$ cat config.mk
export PLATFORM = sky130hd
export DESIGN_NAME = clkstop_ctrl
export DESIGN_NICKNAME = d
export VERILOG_FILES = /design/src/rtl/clkstop_pkg.sv /design/src/rtl/clkstop_rst_sync.sv /design/src/rtl/clkstop_phase.sv /design/src/rtl/clkstop_qual.sv /design/src/rtl/clkstop_pair.sv /design/src/rtl/clkstop_ctrl.sv
export SDC_FILE = /design/constraint.sdc
export NUM_CORES = 1
export LEC_CHECK = 0
export ABC_AREA = 0
export BUFFER_PORTS_ARGS = -buffer_cell sky130_fd_sc_hd__buf_2
export CAP_MARGIN = 10
export CORE_UTILIZATION = 40
export DETAILED_ROUTE_END_ITERATION = 12
export PLACE_DENSITY = 0.59
export REMOVE_ABC_BUFFERS = 1
export SYNTH_ARGS = -nofsm -noshare
export SYNTH_HDL_FRONTEND = slang
export SYNTH_SLANG_ARGS = --single-unit
$ cat constraint.sdc
create_clock -name clk_i -period 1 [get_ports clk_i]
set_clock_uncertainty 0.1 [all_clocks]
set_input_delay 0.2 -clock clk_i [delete_from_list [all_inputs] [get_ports clk_i]]
set_output_delay 0.2 -clock clk_i [all_outputs]
set_load 0.01 [all_outputs]
$ cat src/rtl/clkstop_pkg.sv
`timescale 1ns/1ps
package clkstop_pkg;

  typedef enum logic {
    ST_RUN  = 1'b0,
    ST_PARK = 1'b1
  } leg_state_e;

  typedef struct packed {
    logic t_val;
    logic c_val;
    logic t_en;
    logic c_en;
  } pair_drive_t;

endpackage

$ cat src/rtl/clkstop_rst_sync.sv
`timescale 1ns/1ps
module clkstop_rst_sync #(
  parameter int STAGES = 2
) (
  input  logic clk_i,
  input  logic rst_ni,
  output logic rst_sync_no
);

  logic [STAGES-1:0] chain_q;
  logic [STAGES-1:0] chain_d;

  always_comb begin
    chain_d = {chain_q[STAGES-2:0], 1'b1};
  end

  always_ff @(posedge clk_i or negedge rst_ni) begin
    if (!rst_ni) begin
      chain_q <= '0;
    end else begin
      chain_q <= chain_d;
    end
  end

  assign rst_sync_no = chain_q[STAGES-1];

endmodule

$ cat src/rtl/clkstop_phase.sv
`timescale 1ns/1ps
module clkstop_phase #(
  parameter int HALF_CYCLES = 2
) (
  input  logic clk_i,
  input  logic rst_ni,
  output logic edge_o,
  output logic phase_next_o,
  output logic comp_rise_o
);

  localparam int CW = (HALF_CYCLES > 1) ? $clog2(HALF_CYCLES) : 1;
  localparam logic [CW-1:0] LAST = CW'(HALF_CYCLES - 1);

  logic [CW-1:0] cnt_q, cnt_d;
  logic          ph_q, ph_d;
  logic          tick;

  assign tick = (cnt_q == LAST);

  always_comb begin
    cnt_d = cnt_q;
    ph_d  = ph_q;
    if (tick) begin
      cnt_d = '0;
      ph_d  = ~ph_q;
    end else begin
      cnt_d = cnt_q + 1'b1;
    end
  end

  always_ff @(posedge clk_i or negedge rst_ni) begin
    if (!rst_ni) begin
      cnt_q <= '0;
      ph_q  <= 1'b0;
    end else begin
      cnt_q <= cnt_d;
      ph_q  <= ph_d;
    end
  end

  // At a tick the true phase flips; when it leaves 1 the complement rises.
  assign edge_o       = tick;
  assign phase_next_o = ~ph_q;
  assign comp_rise_o  = tick & ph_q;

endmodule

$ cat src/rtl/clkstop_qual.sv
`timescale 1ns/1ps
module clkstop_qual #(
  parameter int SYNC_STAGES  = 2,
  parameter int QUAL_SAMPLES = 2
) (
  input  logic clk_i,
  input  logic rst_ni,
  input  logic raw_i,
  input  logic inv_i,
  input  logic sample_en_i,
  output logic accepted_o
);

  logic [SYNC_STAGES-1:0]  sync_q, sync_d;
  logic [QUAL_SAMPLES-1:0] hist_q, hist_d;
  logic                    acc_q, acc_d;
  logic                    req_act;
  logic                    agree;

  assign req_act = sync_q[SYNC_STAGES-1] ^ inv_i;

  always_comb begin
    sync_d = {sync_q[SYNC_STAGES-2:0], raw_i};
    hist_d = hist_q;
    acc_d  = acc_q;
    agree  = 1'b0;
    if (sample_en_i) begin
      hist_d = {hist_q[QUAL_SAMPLES-2:0], req_act};
      agree  = (&hist_d) | ~(|hist_d);
      if (agree) begin
        acc_d = hist_d[0];
      end
    end
  end

  always_ff @(posedge clk_i or negedge rst_ni) begin
    if (!rst_ni) begin
      sync_q <= '0;
      hist_q <= '0;
      acc_q  <= 1'b0;
    end else begin
      sync_q <= sync_d;
      hist_q <= hist_d;
      acc_q  <= acc_d;
    end
  end

  assign accepted_o = acc_q;

endmodule

$ cat src/rtl/clkstop_pair.sv
`timescale 1ns/1ps
module clkstop_pair
  import clkstop_pkg::*;
(
  input  logic        clk_i,
  input  logic        rst_ni,
  input  logic        edge_i,
  input  logic        phase_next_i,
  input  logic        halt_i,
  input  logic        park_float_i,
  output pair_drive_t drive_o
);

  localparam pair_drive_t RESET_DRV = '{t_val: 1'b0, c_val: 1'b1, t_en: 1'b0, c_en: 1'b0};

  leg_state_e  st_q, st_d;
  pair_drive_t drv_q, drv_d;

  function automatic pair_drive_t park_drive(input logic fl);
    if (fl) begin
      return '{t_val: 1'b0, c_val: 1'b0, t_en: 1'b0, c_en: 1'b0};
    end
    return '{t_val: 1'b1, c_val: 1'b0, t_en: 1'b1, c_en: 1'b0};
  endfunction

  function automatic pair_drive_t run_drive(input logic ph);
    return '{t_val: ph, c_val: ~ph, t_en: 1'b1, c_en: 1'b1};
  endfunction

  // Park only on the edge where the true leg would rise, restart only on the
  // edge where it would fall: every surviving phase keeps its full width.
  always_comb begin
    st_d  = st_q;
    drv_d = drv_q;
    if (edge_i) begin
      case (st_q)
        ST_RUN: begin
          if (halt_i && phase_next_i) begin
            st_d  = ST_PARK;
            drv_d = park_drive(park_float_i);
          end else begin
            drv_d = run_drive(phase_next_i);
          end
        end
        ST_PARK: begin
          if (!halt_i && !phase_next_i) begin
            st_d  = ST_RUN;
            drv_d = run_drive(1'b0);
          end else begin
            drv_d = park_drive(park_float_i);
          end
        end
        default: begin
          st_d  = ST_RUN;
          drv_d = RESET_DRV;
        end
      endcase
    end
  end

  always_ff @(posedge clk_i or negedge rst_ni) begin
    if (!rst_ni) begin
      st_q  <= ST_RUN;
      drv_q <= RESET_DRV;
    end else begin
      st_q  <= st_d;
      drv_q <= drv_d;
    end
  end

  assign drive_o = drv_q;

endmodule

$ cat src/rtl/clkstop_ctrl.sv
`timescale 1ns/1ps
module clkstop_ctrl
  import clkstop_pkg::*;
#(
  parameter int NUM_OUT      = 4,
  parameter int HALF_CYCLES  = 2,
  parameter int SYNC_STAGES  = 2,
  parameter int QUAL_SAMPLES = 2,
  parameter int RST_STAGES   = 2
) (
  input  logic               clk_i,
  input  logic               rst_ni,
  input  logic               stop_req_i,
  input  logic               stop_inv_i,
  input  logic               oe_i,
  input  logic               park_float_i,
  input  logic [NUM_OUT-1:0] stoppable_i,
  output logic [NUM_OUT-1:0] clk_t_o,
  output logic [NUM_OUT-1:0] clk_c_o,
  output logic [NUM_OUT-1:0] clk_t_en_o,
  output logic [NUM_OUT-1:0] clk_c_en_o
);

  logic        rst_n_int;
  logic        tick;
  logic        phase_next;
  logic        comp_rise;
  logic        stop_acc;
  pair_drive_t drv [NUM_OUT];

  clkstop_rst_sync #(.STAGES(RST_STAGES)) u_rst (
    .clk_i       (clk_i),
    .rst_ni      (rst_ni),
    .rst_sync_no (rst_n_int)
  );

  clkstop_phase #(.HALF_CYCLES(HALF_CYCLES)) u_phase (
    .clk_i        (clk_i),
    .rst_ni       (rst_n_int),
    .edge_o       (tick),
    .phase_next_o (phase_next),
    .comp_rise_o  (comp_rise)
  );

  clkstop_qual #(
    .SYNC_STAGES  (SYNC_STAGES),
    .QUAL_SAMPLES (QUAL_SAMPLES)
  ) u_qual (
    .clk_i       (clk_i),
    .rst_ni      (rst_n_int),
    .raw_i       (stop_req_i),
    .inv_i       (stop_inv_i),
    .sample_en_i (comp_rise),
    .accepted_o  (stop_acc)
  );

  for (genvar g = 0; g < NUM_OUT; g++) begin : g_pair
    clkstop_pair u_pair (
      .clk_i        (clk_i),
      .rst_ni       (rst_n_int),
      .edge_i       (tick),
      .phase_next_i (phase_next),
      .halt_i       (stop_acc & stoppable_i[g]),
      .park_float_i (park_float_i),
      .drive_o      (drv[g])
    );
    assign clk_t_o[g]    = drv[g].t_val;
    assign clk_c_o[g]    = drv[g].c_val;
    assign clk_t_en_o[g] = drv[g].t_en & oe_i;
    assign clk_c_en_o[g] = drv[g].c_en & oe_i;
  end

endmodule

==> impl_metrics.py <==
metrics = {
    "finish": {
        "syn2layout_area_growth_pct": 63.3,
        "nFillCells": 239,
        "n_antenna_cell": 0,
        "finalNetCount": 193,
        "multi_input_area_um2": 757,
        "seq_area_um2": 711,
        "drive_gt1_share_pct": 65.9,
        "fin_util_pct": 69.4,
    },
    "sta": {
        "hold_viol": 0,
        "setup-tns-final_ns": -7.98,
        "fin_crit_ns": 1.32,
        "drv_slew": 0,
        "rsz0062_at_grt": "true",
        "maxClockFrequency_mhz": 757,
        "fin_crit_sh_pct": 132,
        "setup_viol": 39,
        "setup_ws_ns": -0.321,
    },
    "critical_path": {
        "worst_setup_path_end_kind": "output pin",
        "cp.required_ns": 0.70,
        "r2r-start": "u_qual.accepted_o",
        "cp-start-kind": "flop",
        "reg2reg_setup_slack_ns": -0.29,
        "reg2regPathDepth": 3,
        "crit_fanout": 2,
        "worstSetupPathType": "reg -> out",
        "crit_arrival_ns": 1.02,
        "r2r_end": "g_pair[2].u_pair.drive_o[0]",
    },
    "run_status": {
        "outcome": "finished, violations left",
        "failed_checks": "setup timing",
    },
    "clocking": {
        "cts_max_level": 1,
        "cts_tree": "done",
        "cts_root_buf": "clkbuf_4",
        "cts_buffer_depth": 2,
        "clkTransAtPathRegs_ns": 0.16,
        "cts_sinks": 28,
        "clk_latency_ns": 0.32,
        "cts_made_buffers": 3,
    },
    "grt": {
        "grt_pass1_wl_um": 5010,
        "grt_max_degree": 17,
        "grt_use_total_pct": 19.2,
        "grt_pass1_vias": 1105,
        "overflow": 0,
        "antenna_found_initial": 0,
    },
    "synthesis": {
        "ys_async_sr_fraction_pct": 100,
        "synth_top_area_share_pct": 45.9,
        "yosysSeqAreaShare_pct": 53.9,
        "ys_warn_count": 0,
        "synth_top_area_cell": "dfrtp_1",
        "synth-seq-cells": 28,
        "yosysUniqueCellTypes": 26,
        "syn_area_um2": 1310,
        "netlist_instances": 127,
        "synth_edf_count": 0,
        "synthFlopType": "dfrtp_1",
        "syn_area_per_cell_um2": 10.3,
        "synthTopCellsByCount": "24 x dfrtp_1, 14 x nand2_1, 9 x o21ai_0",
        "synth.most_common_cell": "dfrtp_1",
        "ys_top_cells_by_area": "dfrtp_1 46%, dfstp_2 8.0%, buf_4 4.6%",
    },
    "floorplanning": {
        "die_h_um": 59.2,
        "die_w_um": 59.2,
        "boundaryPins": 26,
        "die-area_um2": 3500,
        "num_rows": 20,
        "core-area_um2": 3080,
        "start_util_pct": 42.5,
    },
    "route": {
        "wl_um": 3500,
        "vias_per_cell": 5.16,
        "drtPass1Iterations": 4,
        "wire_per_inst_um": 15.5,
        "drc": 0,
        "first_iter_violations": 21,
        "final_antenna_net_count": 0,
        "vias": 1167,
    },
    "placement": {
        "io_buffers": 25,
        "gp_congestion": 0.752,
        "pre_cts_ws_ns": -0.253,
        "dp_hpwl_um": 1820,
    },
    "power_and_ir_drop": {
        "p_clk_share_pct": 32.5,
        "p_seq_share_pct": 51.1,
        "pwr_density_cell_nw_per_um2": 1080,
        "p_leak_nw": 0.947,
        "p_int_mw": 1.74,
        "power_frac_comb_pct": 16.4,
        "vdd_drop_max_v": 0.000929,
        "netSwitchingPower_uw": 563,
        "switching_share_pct": 24.5,
    },
    "run": {
        "maxCapViolCount": 0,
    },
    "worst_hold_path": {
        "hold_class": "in -> async",
    },
}
[how the worst max path moves through the flow]
stage                                            from                     endpoint  slack, ns  depth (start not counted)
after floorplan                        u_phase.edge_o  g_pair[3].u_pair.drive_o[0]      -0.57                          3
after global placement              u_qual.accepted_o  g_pair[2].u_pair.drive_o[0]      -0.22                          3
after detailed placement            u_qual.accepted_o  g_pair[2].u_pair.drive_o[0]      -0.25                          3
after CTS                 g_pair[2].u_pair.drive_o[0]                clk_c_en_o[2]      -0.32                          2
after global routing      g_pair[3].u_pair.drive_o[0]                clk_c_en_o[3]      -0.37                          2
final                     g_pair[2].u_pair.drive_o[1]                clk_t_en_o[2]      -0.32                          2
[repair_timing]
action / CTS / global route
pin swaps: 33 / 13
endpoints found under the setup margin: 40 / 39
hold buffers: 2 / 0
setup buffers: 11 / 9
cloned: 3 / 0
gates resized for setup: 50 / 41
endpoints found under the hold margin: 3 / 0
[cells by family after synthesis]
family | after synthesis | synth area share (%)
AOI/OAI and AO/OA | 40 | 20.5
xor gates and xnor gates | 2 | 1.34
adders and majority gates | 1 | 0.860
buffers and inverters | 20 | 9.18
DFF | 28 | 53.9
muxes | 2 | 2.01
other | 1 | 0.287
and+or+nand+nor | 33 | 12.0
[routing by layer]
layer / global-route usage (%) / vias up / part of all wire [%] / wire [µm]
met5: 0 / - / 0 / 0
met4: 5.10 / 0 / 0.94 / 33
met3: 1.97 / 4 / 2.6 / 90
met2: 33.1 / 25 / 51 / 1800
met1: 25.7 / 593 / 45 / 1570
li1: - / 545 / - / -
[layout by cell type, fill, tap and decap left out]
| master | instances |
|---|---|
| a21o_1 | 4 |
| a21oi_2 | 5 |
| a21oi_4 | 1 |
| a31oi_1 | 4 |
| a31oi_4 | 4 |
| a41oi_2 | 2 |
| and2_1 | 8 |
| buf_2 | 21 |
| buf_4 | 26 |
| buf_6 | 15 |
| buf_8 | 3 |
| bufinv_16 | 1 |
| clkbuf_4 | 3 |
| clkinv_8 | 1 |
| conb_1 | 1 |
| dfrtp_1 | 20 |
| dfrtp_2 | 4 |
| dfstp_2 | 4 |
| dlygate4sd3_1 | 2 |
| inv_1 | 3 |
| maj3_2 | 1 |
| mux2_4 | 2 |
| nand2_1 | 4 |
| nand2_2 | 3 |
| nand2_4 | 8 |
| nand3_2 | 1 |
| nand3_4 | 3 |
| nor2_1 | 5 |
| nor2_2 | 1 |
| o21ai_0 | 3 |
| o21ai_1 | 2 |
| o21ai_2 | 4 |
| o22a_1 | 5 |
| o2bb2ai_1 | 1 |
| o2bb2ai_2 | 4 |
| o31ai_2 | 1 |
| xor2_2 | 2 |
[cell type report]
| class | count | area share (%) |
|---|---|---|
| clock inverters | 1 | 1.41 |
| well taps | 44 | 2.58 |
| clock buffers | 3 | 1.05 |
| inverters | 4 | 1.29 |
| repair buffers | 67 | 25.0 |
| flip-flops and latches | 28 | 33.3 |
| multi-input cells | 79 | 35.4 |
[flip-flops by register name, summed over array words and instances, names as in the netlist]
signal and flops:
g_pair.u_pair.drive_o 16, g_pair.u_pair.st_q 4, u_qual.sync_q 2, u_rst.chain_q 2, u_phase.edge_o 1, u_phase.ph_q 1, u_qual.accepted_o 1, u_qual.hist_q 1
[power groups by stage]
stage	clock, mW	sequential, mW	combinational, mW
finish	0.747	1.18	0.377
floorplan	0	1.22	0.0776
global route	0.807	1.18	0.405
global placement	0	1.19	0.206
CTS	0.774	1.17	0.289
detailed placement	0	1.19	0.212
[worst max-delay path, cell delays in order, from the launching register on]
cell and delay [ns]:
dfrtp_1 0.42, and2_1 0.15, buf_2 0.13
[stage by stage]
| step | std cells | area [µm²] | power (mW) | hold WS, ns |
|---|---|---|---|---|
| finish | 226 | 2140 | 2.30 | 0.0537 |
| global route | 226 | 2140 | 2.39 | 0.0433 |
| CTS | 219 | 1920 | 2.24 | 0.0318 |
| detailed placement | 199 | 1530 | 1.40 | -0.112 |
| global placement | 199 | 1530 | 1.39 | -0.116 |
| floorplan | 111 | 1200 | 1.29 | -0.196 |
(Power assumes the default switching activity.)
